===== src/rtl/il_pkg.sv =====
package il_pkg;

  typedef enum logic [2:0] {
    CL_NONE  = 3'd0,
    CL_INT   = 3'd1,
    CL_FPALU = 3'd2,
    CL_LDD   = 3'd3,
    CL_STD   = 3'd4,
    CL_BR    = 3'd5
  } iclass_t;

  localparam int MAX_LAT = 3;
  localparam int LAT_W   = $clog2(MAX_LAT + 1);

  // Required intervening cycles between producer and consumer classes.
  function automatic logic [LAT_W-1:0] pair_lat(input logic [2:0] prod,
                                                input logic [2:0] cons);
    logic [LAT_W-1:0] r;
    r = '0;
    if (prod == CL_FPALU && cons == CL_FPALU) r = LAT_W'(3);
    else if (prod == CL_FPALU && cons == CL_STD) r = LAT_W'(2);
    else if (prod == CL_LDD && cons == CL_FPALU) r = LAT_W'(1);
    else if (prod == CL_INT && cons == CL_BR) r = LAT_W'(1);
    return r;
  endfunction

  // Longest gap any consumer can need from this producer.
  function automatic logic [LAT_W-1:0] hold_len(input logic [2:0] prod);
    logic [LAT_W-1:0] m;
    m = '0;
    for (int c = 0; c < 8; c++) begin
      if (pair_lat(prod, 3'(c)) > m) m = pair_lat(prod, 3'(c));
    end
    return m;
  endfunction

  function automatic logic writes_dst(input logic [2:0] c);
    return (c == CL_INT) || (c == CL_FPALU) || (c == CL_LDD);
  endfunction

  // Cycles still to wait given the producer entry and consumer class.
  function automatic logic [LAT_W-1:0] wait_need(input logic [2:0] prod,
                                                 input logic [LAT_W-1:0] rem,
                                                 input logic [2:0] cons);
    logic [LAT_W-1:0] lat;
    logic [LAT_W-1:0] elapsed;
    lat     = pair_lat(prod, cons);
    elapsed = hold_len(prod) - rem;
    if (rem != '0 && lat > elapsed) return lat - elapsed;
    return '0;
  endfunction

endpackage


===== src/rtl/il_scoreboard.sv =====
module il_scoreboard
  import il_pkg::*;
#(
  parameter int NREGS = 32,
  localparam int RID_W = $clog2(NREGS)
) (
  input  logic                             clk,
  input  logic                             rst_n,
  input  logic                             wr_en,
  input  logic [RID_W-1:0]                 wr_id,
  input  logic [2:0]                       wr_cls,
  output logic [NREGS-1:0][2:0]            cls_q,
  output logic [NREGS-1:0][LAT_W-1:0]      rem_q
);

  for (genvar r = 0; r < NREGS; r++) begin : g_ent
    if (r == 0) begin : g_zero
      assign cls_q[r] = 3'd0;
      assign rem_q[r] = '0;
    end else begin : g_live
      logic [2:0]       ent_cls;
      logic [LAT_W-1:0] ent_rem;
      logic             hit;
      assign hit = wr_en && (wr_id == RID_W'(r));
      always_ff @(posedge clk) begin
        if (!rst_n) begin
          ent_cls <= 3'd0;
          ent_rem <= '0;
        end else if (hit) begin
          ent_cls <= wr_cls;
          ent_rem <= hold_len(wr_cls);
        end else if (ent_rem != '0) begin
          ent_rem <= ent_rem - 1'b1;
        end
      end
      assign cls_q[r] = ent_cls;
      assign rem_q[r] = ent_rem;
    end
  end

endmodule


===== src/rtl/il_hazard.sv =====
module il_hazard
  import il_pkg::*;
#(
  parameter int NREGS = 32,
  parameter int NSRC  = 2,
  localparam int RID_W = $clog2(NREGS)
) (
  input  logic [NREGS-1:0][2:0]       cls_q,
  input  logic [NREGS-1:0][LAT_W-1:0] rem_q,
  input  logic [2:0]                  cons_cls,
  input  logic [NSRC-1:0][RID_W-1:0]  srcs,
  output logic [LAT_W-1:0]            need_max
);

  logic [NSRC-1:0][LAT_W-1:0] need;

  for (genvar s = 0; s < NSRC; s++) begin : g_src
    always_comb begin
      if (srcs[s] == '0) need[s] = '0;
      else need[s] = wait_need(cls_q[srcs[s]], rem_q[srcs[s]], cons_cls);
    end
  end

  always_comb begin
    need_max = '0;
    for (int s = 0; s < NSRC; s++) begin
      if (need[s] > need_max) need_max = need[s];
    end
  end

endmodule


===== src/rtl/il_stall_counter.sv =====
module il_stall_counter #(
  parameter int CNT_W = 16
) (
  input  logic             clk,
  input  logic             rst_n,
  input  logic             inc,
  output logic [CNT_W-1:0] count
);

  always_ff @(posedge clk) begin
    if (!rst_n) count <= '0;
    else if (inc) count <= count + 1'b1;
  end

endmodule


===== src/rtl/issue_interlock.sv =====
module issue_interlock
  import il_pkg::*;
#(
  parameter int NREGS = 32,
  parameter int CNT_W = 16,
  localparam int RID_W = $clog2(NREGS)
) (
  input  logic             clk,
  input  logic             rst_n,
  input  logic             in_valid,
  input  logic [2:0]       in_class,
  input  logic [RID_W-1:0] in_src_a,
  input  logic [RID_W-1:0] in_src_b,
  input  logic [RID_W-1:0] in_dst,
  output logic             issue,
  output logic             stall,
  output logic [CNT_W-1:0] stall_count
);

  logic [NREGS-1:0][2:0]       cls_q;
  logic [NREGS-1:0][LAT_W-1:0] rem_q;
  logic [LAT_W-1:0]            need_max;
  logic                        hazard;
  logic                        wr_en;

  assign hazard = (need_max != '0);
  assign stall  = in_valid && hazard;
  assign issue  = in_valid && !hazard;
  assign wr_en  = issue && writes_dst(in_class) && (in_dst != '0);

  il_scoreboard #(.NREGS(NREGS)) u_sb (
    .clk    (clk),
    .rst_n  (rst_n),
    .wr_en  (wr_en),
    .wr_id  (in_dst),
    .wr_cls (in_class),
    .cls_q  (cls_q),
    .rem_q  (rem_q)
  );

  il_hazard #(.NREGS(NREGS), .NSRC(2)) u_hz (
    .cls_q    (cls_q),
    .rem_q    (rem_q),
    .cons_cls (in_class),
    .srcs     ({in_src_b, in_src_a}),
    .need_max (need_max)
  );

  il_stall_counter #(.CNT_W(CNT_W)) u_cnt (
    .clk   (clk),
    .rst_n (rst_n),
    .inc   (stall),
    .count (stall_count)
  );

endmodule


===== config.mk =====
export PLATFORM = sky130hd
export DESIGN_NAME = issue_interlock
export DESIGN_NICKNAME = d
export VERILOG_FILES = /design/src/rtl/il_pkg.sv /design/src/rtl/il_scoreboard.sv /design/src/rtl/il_hazard.sv /design/src/rtl/il_stall_counter.sv /design/src/rtl/issue_interlock.sv
export SDC_FILE = /design/constraint.sdc
export NUM_CORES = 1
export LEC_CHECK = 0
export ABC_AREA = 1
export BUFFER_PORTS_ARGS = -buffer_cell sky130_fd_sc_hd__buf_2
export CAP_MARGIN = 20
export CORE_UTILIZATION = 30
export CTS_BUF_LIST = sky130_fd_sc_hd__clkbuf_8
export DETAILED_ROUTE_END_ITERATION = 8
export SLEW_MARGIN = 20
export SYNTH_ARGS = -nofsm -noshare
export SYNTH_HDL_FRONTEND = slang
export SYNTH_HIERARCHICAL = 1
export SYNTH_SLANG_ARGS = --single-unit

===== constraint.sdc =====
create_clock -name clk -period 11.3 [get_ports clk]
set_input_delay 0.565 -clock clk [delete_from_list [all_inputs] [get_ports clk]]
set_output_delay 0.565 -clock clk [all_outputs]
set_load 0.1 [all_outputs]

* Word level (Yosys, flattened, before mapping) *
Cells that the tools add are included.

word-level totals
  register bits after elaboration = 171
  logic and storage cells = 1277

cells by class
  add/sub/neg operators = 36
  magnitude comparators = 204
  eq/ne operators = 42
  multiplexer cells = 816
  reductions and logical operators = 116

operators with widths
  kind                                                                   number
  2-bit 2-to-1 mux                                                       797
  1-bit by 2-bit > comparator with 1-bit output (first input constant)   99
  2-bit > comparator                                                     69
  2-bit nonzero test                                                     65
  5-bit == test (second input constant)                                  16
  2-bit by 1-bit > comparator with 1-bit output (second input constant)  34
  2-bit by 1-bit subtractor with 2-bit output (second input constant)    31
  1-bit logical AND                                                      45
  5-bit by 4-bit == test with 1-bit output (second input constant)       8
  3-bit binary-select mux with 5-bit select                              2
  2-bit binary-select mux with 5-bit select                              2
  5-bit by 3-bit == test with 1-bit output (second input constant)       4
  3-bit by 2-bit == test with 1-bit output (second input constant)       6
  16-bit by 1-bit adder with 16-bit output (second input constant)       1
  1-bit 2-to-1 mux                                                       13
  5-bit by 6-bit < comparator with 1-bit output (second input constant)  2
  5-bit by 2-bit == test with 1-bit output (second input constant)       2
  5-bit zero test                                                        2
  3-bit by 1-bit == test with 1-bit output (second input constant)       3
  2-bit subtractor                                                       4
  3-bit == test (second input constant)                                  2
  3-bit 2-to-1 mux                                                       2
  5-bit by 1-bit == test with 1-bit output (second input constant)       1
  5-bit nonzero test                                                     1
  2 further kinds                                                        3

* Longest topological paths before layout *
  depth in word-level cells = 66
  gate-level depth with buffers = 50
  gate-level depth less buffers = 48

* Hierarchy *
The synthesis kept the hierarchy.

by module, submodules not included
  module            times used  cells each  area an instance (µm²)  sequential area each (µm²)
  il_scoreboard     1           1125        7460.9                  3103.0
  il_hazard         1           915         4141.5                  0.0
  il_stall_counter  1           116         784.5                   320.3
  issue_interlock   1           17          67.6                    0.0

* Least setup slack after synthesis *
No wires, ideal clock.

  path kind = input port to flip-flop
  start point = input in_src_a[0]
  end point = register u_cnt.count[8]
  setup time = 0.110 ns
  arrival time = 6.771 ns
  setup slack = 4.418 ns
  stages = 42
  cells stage by stage = buf_4 > inv_2 > buf_6 > buf_4 > nand2_1 > nand3_1 > nand3_1 > nand2_1 > nand2_1 > nand3_1 > nand2_1 > inv_1 > nand3_1 > ha_1 > nor2_1 > nand4_1 > nand2_1 > inv_1 > [... 6 more ...] > fa_1 > a21boi_0 > nand4_1 > ha_1 > nor2_1 > o21a_1 > inv_1 > nand4_1 > nand2_1 > inv_1 > a21oi_1 > nand2_1 > nor2_1 > nand3_1 > nor2_1 > nand2_1 > nand2_1 > nor2_1

between the ends
  longest elaborated chain between the ends = 37

ends and longest elaborated chain
  item                                           line                    RTL
  from (decl)                                    issue_interlock.sv:12   input logic [RID_W-1:0] in_src_a,
  3-bit binary-select mux with 5-bit select      il_hazard.sv:20         else need[s] = wait_need(cls_q[srcs[s]], rem_q[srcs[s]], cons_cls);
  3-bit 2-to-1 mux (implied by the code)         il_hazard.sv:20
  3-bit by 2-bit == test with 1-bit output       il_pkg.sv:22            else if (prod == CL_LDD && cons == CL_FPALU) r = LAT_W'(1);
  1-bit 2-to-1 mux                               il_pkg.sv:22
  2-bit 2-to-1 mux                               il_pkg.sv:20            if (prod == CL_FPALU && cons == CL_FPALU) r = LAT_W'(3);
  2-bit 2-to-1 mux                               il_hazard.sv:19         if (srcs[s] == '0) need[s] = '0;
  2-bit by 1-bit > comparator with 1-bit output  il_pkg.sv:32            if (pair_lat(prod, 3'(c)) > m) m = pair_lat(prod, 3'(c));
  2-bit 2-to-1 mux                               il_pkg.sv:32
  [... 23 more ...]                              n/a
  2-bit by 1-bit > comparator with 1-bit output  il_hazard.sv:27         if (need[s] > need_max) need_max = need[s];
  2-bit 2-to-1 mux (*)                           il_hazard.sv:27
  2-bit > comparator                             il_hazard.sv:27
  2-bit 2-to-1 mux (*)                           il_hazard.sv:27
  named net need_max[0]                          issue_interlock.sv:22   logic [LAT_W-1:0] need_max;
  2-bit nonzero test (*)                         issue_interlock.sv:26   assign hazard = (need_max != '0);
  1-bit logical AND (*)                          issue_interlock.sv:27   assign stall = in_valid && hazard;
  named net stall                                issue_interlock.sv:16   output logic stall,
  to (signal assigned)                           il_stall_counter.sv:12  else if (inc) count <= count + 1'b1;
  to (decl)                                      il_stall_counter.sv:7   output logic [CNT_W-1:0] count

The timed path passes the listed nets; every way through them passes the cells marked *. The select of a mux whose other input is x is not followed.
A chain may end at the register's enable or synchronous reset.

* Worst setup path after layout *
  start point = input in_src_a[0]
  end point = register u_sb.g_ent[12].g_live.ent_rem[0]

between the ends
  longest elaborated chain between the ends = 42

ends and longest elaborated chain
  item                                                           line                   RTL
  3-bit binary-select mux with 5-bit select                      il_hazard.sv:20
  3-bit 2-to-1 mux (implied by the code)                         il_hazard.sv:20
  3-bit by 2-bit == test with 1-bit output                       il_pkg.sv:22
  1-bit 2-to-1 mux                                               il_pkg.sv:22
  2-bit 2-to-1 mux                                               il_pkg.sv:20
  2-bit 2-to-1 mux                                               il_hazard.sv:19
  2-bit by 1-bit > comparator with 1-bit output                  il_pkg.sv:32
  2-bit 2-to-1 mux                                               il_pkg.sv:32
  [... 27 more ...]                                              n/a
  named net need_max[0]                                          issue_interlock.sv:22
  2-bit nonzero test (*)                                         issue_interlock.sv:26
  1-bit zero test (*)                                            issue_interlock.sv:28  assign issue = in_valid && !hazard;
  1-bit logical AND (*)                                          issue_interlock.sv:28
  1-bit logical AND (*) (2 in series)                            issue_interlock.sv:29  assign wr_en = issue && writes_dst(in_class) && (in_dst != '0);
  named net wr_en                                                issue_interlock.sv:24  logic wr_en;
  1-bit logical AND (*)                                          il_scoreboard.sv:24    assign hit = wr_en && (wr_id == RID_W'(r));
  2-bit 2-to-1 mux / 2-bit nonzero test (equally long branches)  n/a
  to (signal assigned)                                           il_scoreboard.sv:31    ent_rem <= hold_len(wr_cls);
  to (signal assigned)                                           il_scoreboard.sv:33    ent_rem <= ent_rem - 1'b1;
  to (decl)                                                      il_scoreboard.sv:22    logic [LAT_W-1:0] ent_rem;

Marks and branches as above.

==> impl_metrics.py <==
metrics = {
    "route": {
        "detailroute.via_count": 13002,
        "drt_first_iter_violations": 1117,
        "residual_drc": 0,
        "drt_first_pass_iters": 6,
        "drt.antenna.violating_nets": 0,
        "vias_per_cell": 4.84,
        "routed_wl_mm": 39.8,
        "detail_route.wl_per_cell_um": 14.8,
    },
    "clock_network": {
        "cts_num_sinks": 171,
        "cts_post_setup_buffers_inserted": 0,
        "tritoncts": "done",
        "clk_path_buf_depth": 2,
        "clkSlewWorstSetupHoldPaths_ns": 0.10,
        "cts-hold-fix-buffers": 0,
        "htreeDepth": 4,
        "cts_resizes": 0,
        "clkLatencyLatePin_ns": 0.52,
        "ctsRootBufferMaster": "clkbuf_8",
        "cts_made_buffers": 17,
    },
    "global_route": {
        "grt.overflow.total": 0,
        "antenna_found_initial": 0,
        "grt_max_degree": 95,
        "grt.total_usage_pct": 19.0,
        "grt_use_met1_pct": 23.7,
        "grt_pass1_vias": 11795,
        "grt_pass1_wl_mm": 62.5,
        "gr_met2_demand_resource_pct": 31.2,
        "gr-max-usage-layer": "met2",
        "global_route.usage.met3_pct": 3.55,
    },
    "layout": {
        "final_net_count": 2210,
        "post_layout_nonfiller_instances": 2688,
        "fin_area_sq_um": 13200,
        "fill_cells": 4576,
        "antenna_cells": 0,
        "layout-drive-gt1-share_pct": 6.68,
        "layout-area-overhead-vs-synth_pct": 6.15,
    },
    "min_path": {
        "holdCritPathClass": "register to register",
        "timing.hold.worst.start": "u_sb/g_ent[27].g_live.ent_cls[1]",
    },
    "synthesis": {
        "synth.distinct_cells": 34,
        "mappedNetlistArea_sq_um": 12500,
        "synth-seq-area-share_pct": 27.5,
        "yosys_register_bits": 171,
        "avgSynthCellArea_sq_um": 5.73,
        "synthesis_warnings": 6,
        "syn-instance-count": 2173,
    },
    "sta": {
        "final_hold_viol_count": 0,
        "worst_hold_slack_ns": 0.488,
        "worst_pin_slew_ns": 1.08,
        "timing.final.ws_setup_ns": 3.85,
        "rsz0062_at_grt": "no",
        "setup_viol": 0,
        "final_setup_tns_ns": 0,
        "achievable-frequency_mhz": 134,
        "timing.final.crit_share_pct": 65.9,
        "report.final.slew_viol_count": 0,
        "slew_headroom_pct": 27.9,
        "fin_skew_ns": 0.0193,
        "period_needed_ns": 7.45,
    },
    "pwr": {
        "worst_ir_drop_vdd_uv": 79.3,
        "power.static_leakage_uw": 0.00650,
        "power-per-cell-area_nw_per_um2": 166,
    },
    "worst_setup_path": {
        "crit-reg2reg-launch": "u_sb/g_ent[8].g_live.ent_cls[1]",
        "worst-path-max-fanout": 41,
        "cp-end-kind": "register",
        "timing.critical_path.slowest_stage_cell": "nor2_2",
        "critical_path_class": "input pin to register",
        "critical_path.startpoint": "in_src_a[0]",
        "cpMostUsedCell": "nand2_1",
        "critical-path-max-stage-delay_ns": 0.81,
        "crit_required_ns": 11.75,
        "cp-start-kind": "input pin",
        "crit_arrival_ns": 7.89,
    },
    "run_status": {
        "status": "completed",
    },
    "die": {
        "io_pins": 39,
        "die_height_um": 206,
        "die-area_sq_um": 42300,
        "row_count": 74,
        "core_area_sq_um": 40900,
        "die_width_um": 206,
        "initial_utilization_pct": 30.4,
    },
    "placement": {
        "placedInstanceArea_sq_um": 12800,
        "io_buffers": 38,
        "place_worst_setup_slack_ns": 3.39,
        "place_hpwl_mm": 26.4,
        "placed_cells": 2656,
        "routability_congestion": 0.945,
    },
    "run": {
        "max_cap_viol_count": 0,
    },
}
[flip-flops by register name, indices dropped and copies added (netlist names)]
| signal | flops |
|---|---|
| u_sb/g_ent.g_live.ent_cls | 93 |
| u_sb/g_ent.g_live.ent_rem | 62 |
| u_cnt/count | 16 |
[power breakdown]
| part | leakage [uW] | total (uW) | internal, uW | switching, uW |
|---|---|---|---|---|
| sequential | 0.00139 | 807 | 704 | 104 |
| clock | 0.000187 | 453 | 182 | 271 |
| combinational | 0.00492 | 934 | 359 | 574 |
[critical path, delay by kind of cell]
family | cells | cell delay, ns
compound gates | 2 | 0.31
fa+ha+maj | 4 | 1.27
buf+inv | 9 | 1.83
simple gates | 28 | 3.83
[cell type report]
class	count	area, sq um	share of cell area (%)
clock buffer	17	234	1.77
inverter	256	961	7.27
timing repair buffer	51	290	2.20
multi-input combinational	1646	7490	56.7
tap	532	666	5.04
clock inverter	15	154	1.16
sequential	171	3420	25.9
[cell usage after synthesis, drive strengths merged]
library cell / n / area, sq um
a21boi: 1 / 7.51
o211ai: 6 / 45.0
inv: 255 / 957
o21a: 1 / 7.51
nand3b: 2 / 15.0
or2: 2 / 12.5
o21ai: 64 / 320
nor3: 4 / 20.0
dfxtp: 171 / 3420
clkbuf: 43 / 163
fa: 2 / 40.0
xor2: 31 / 272
clkinv: 1 / 3.75
and2: 2 / 13.8
nand4: 8 / 50.1
conb: 1 / 3.75
nor2: 452 / 1760
nand2: 714 / 2700
buf: 61 / 435
a21oi: 73 / 369
ha: 44 / 551
nand3: 235 / 1280
[per-stage QoR]
step | utilization [%] | total power [uW]
finish | 32.3 | 2190
global route | 32.3 | 2400
CTS | 32.3 | 2210
detailed placement | 31.4 | 1750
global placement | 31.4 | 1710
floorplan | - | 1570
[cells by family after synthesis]
kind of cell | after synthesis | share of synthesized area (%)
simple gates | 1419 | 47.0
buf+inv | 360 | 12.5
flops | 171 | 27.5
compound gates | 145 | 6.02
fa+ha+maj | 46 | 4.74
xor+xnor | 31 | 2.18
other cells | 1 | 0.0301
[worst paths after layout]
path,endpoint,slack (ns),cells after the start
max,u_sb/g_ent[12].g_live.ent_rem[0],3.85,43
min,u_sb/g_ent[27].g_live.ent_cls[1],0.49,2
min reg2reg,u_sb/g_ent[27].g_live.ent_cls[1],0.49,2
max reg2reg,u_sb/g_ent[12].g_live.ent_rem[0],4.98,42
[routing by layer]
layer,wire length (um),part of all wire (%)
met1,17400,44
met5,0,0
met4,1520,3.8
met3,2600,6.5
met2,18200,46
[cells in the final DEF, fill, tap and decap left out, types with 3 or more instances in the layout]
cell type / synthesis / final
clkbuf_8: 0 / 17
xor2_1: 31 / 31
o21ai_0: 51 / 51
inv_1: 247 / 247
ha_1: 44 / 44
nor2_2: 14 / 14
nor2_4: 4 / 4
nand2_1: 705 / 705
nor2_1: 434 / 434
inv_6: 0 / 4
inv_8: 0 / 4
nor3_1: 4 / 3
clkinvlp_4: 0 / 4
conb_1: 1 / 5
nand4_1: 8 / 8
buf_2: 30 / 37
a21oi_1: 72 / 72
inv_2: 8 / 8
nand3_1: 214 / 214
dfxtp_1: 171 / 171
nand2_2: 9 / 9
nand3_2: 21 / 21
buf_4: 13 / 14
o211ai_1: 6 / 6
o21ai_1: 13 / 13
No activity file was read; power rests on OpenSTA's default activity.
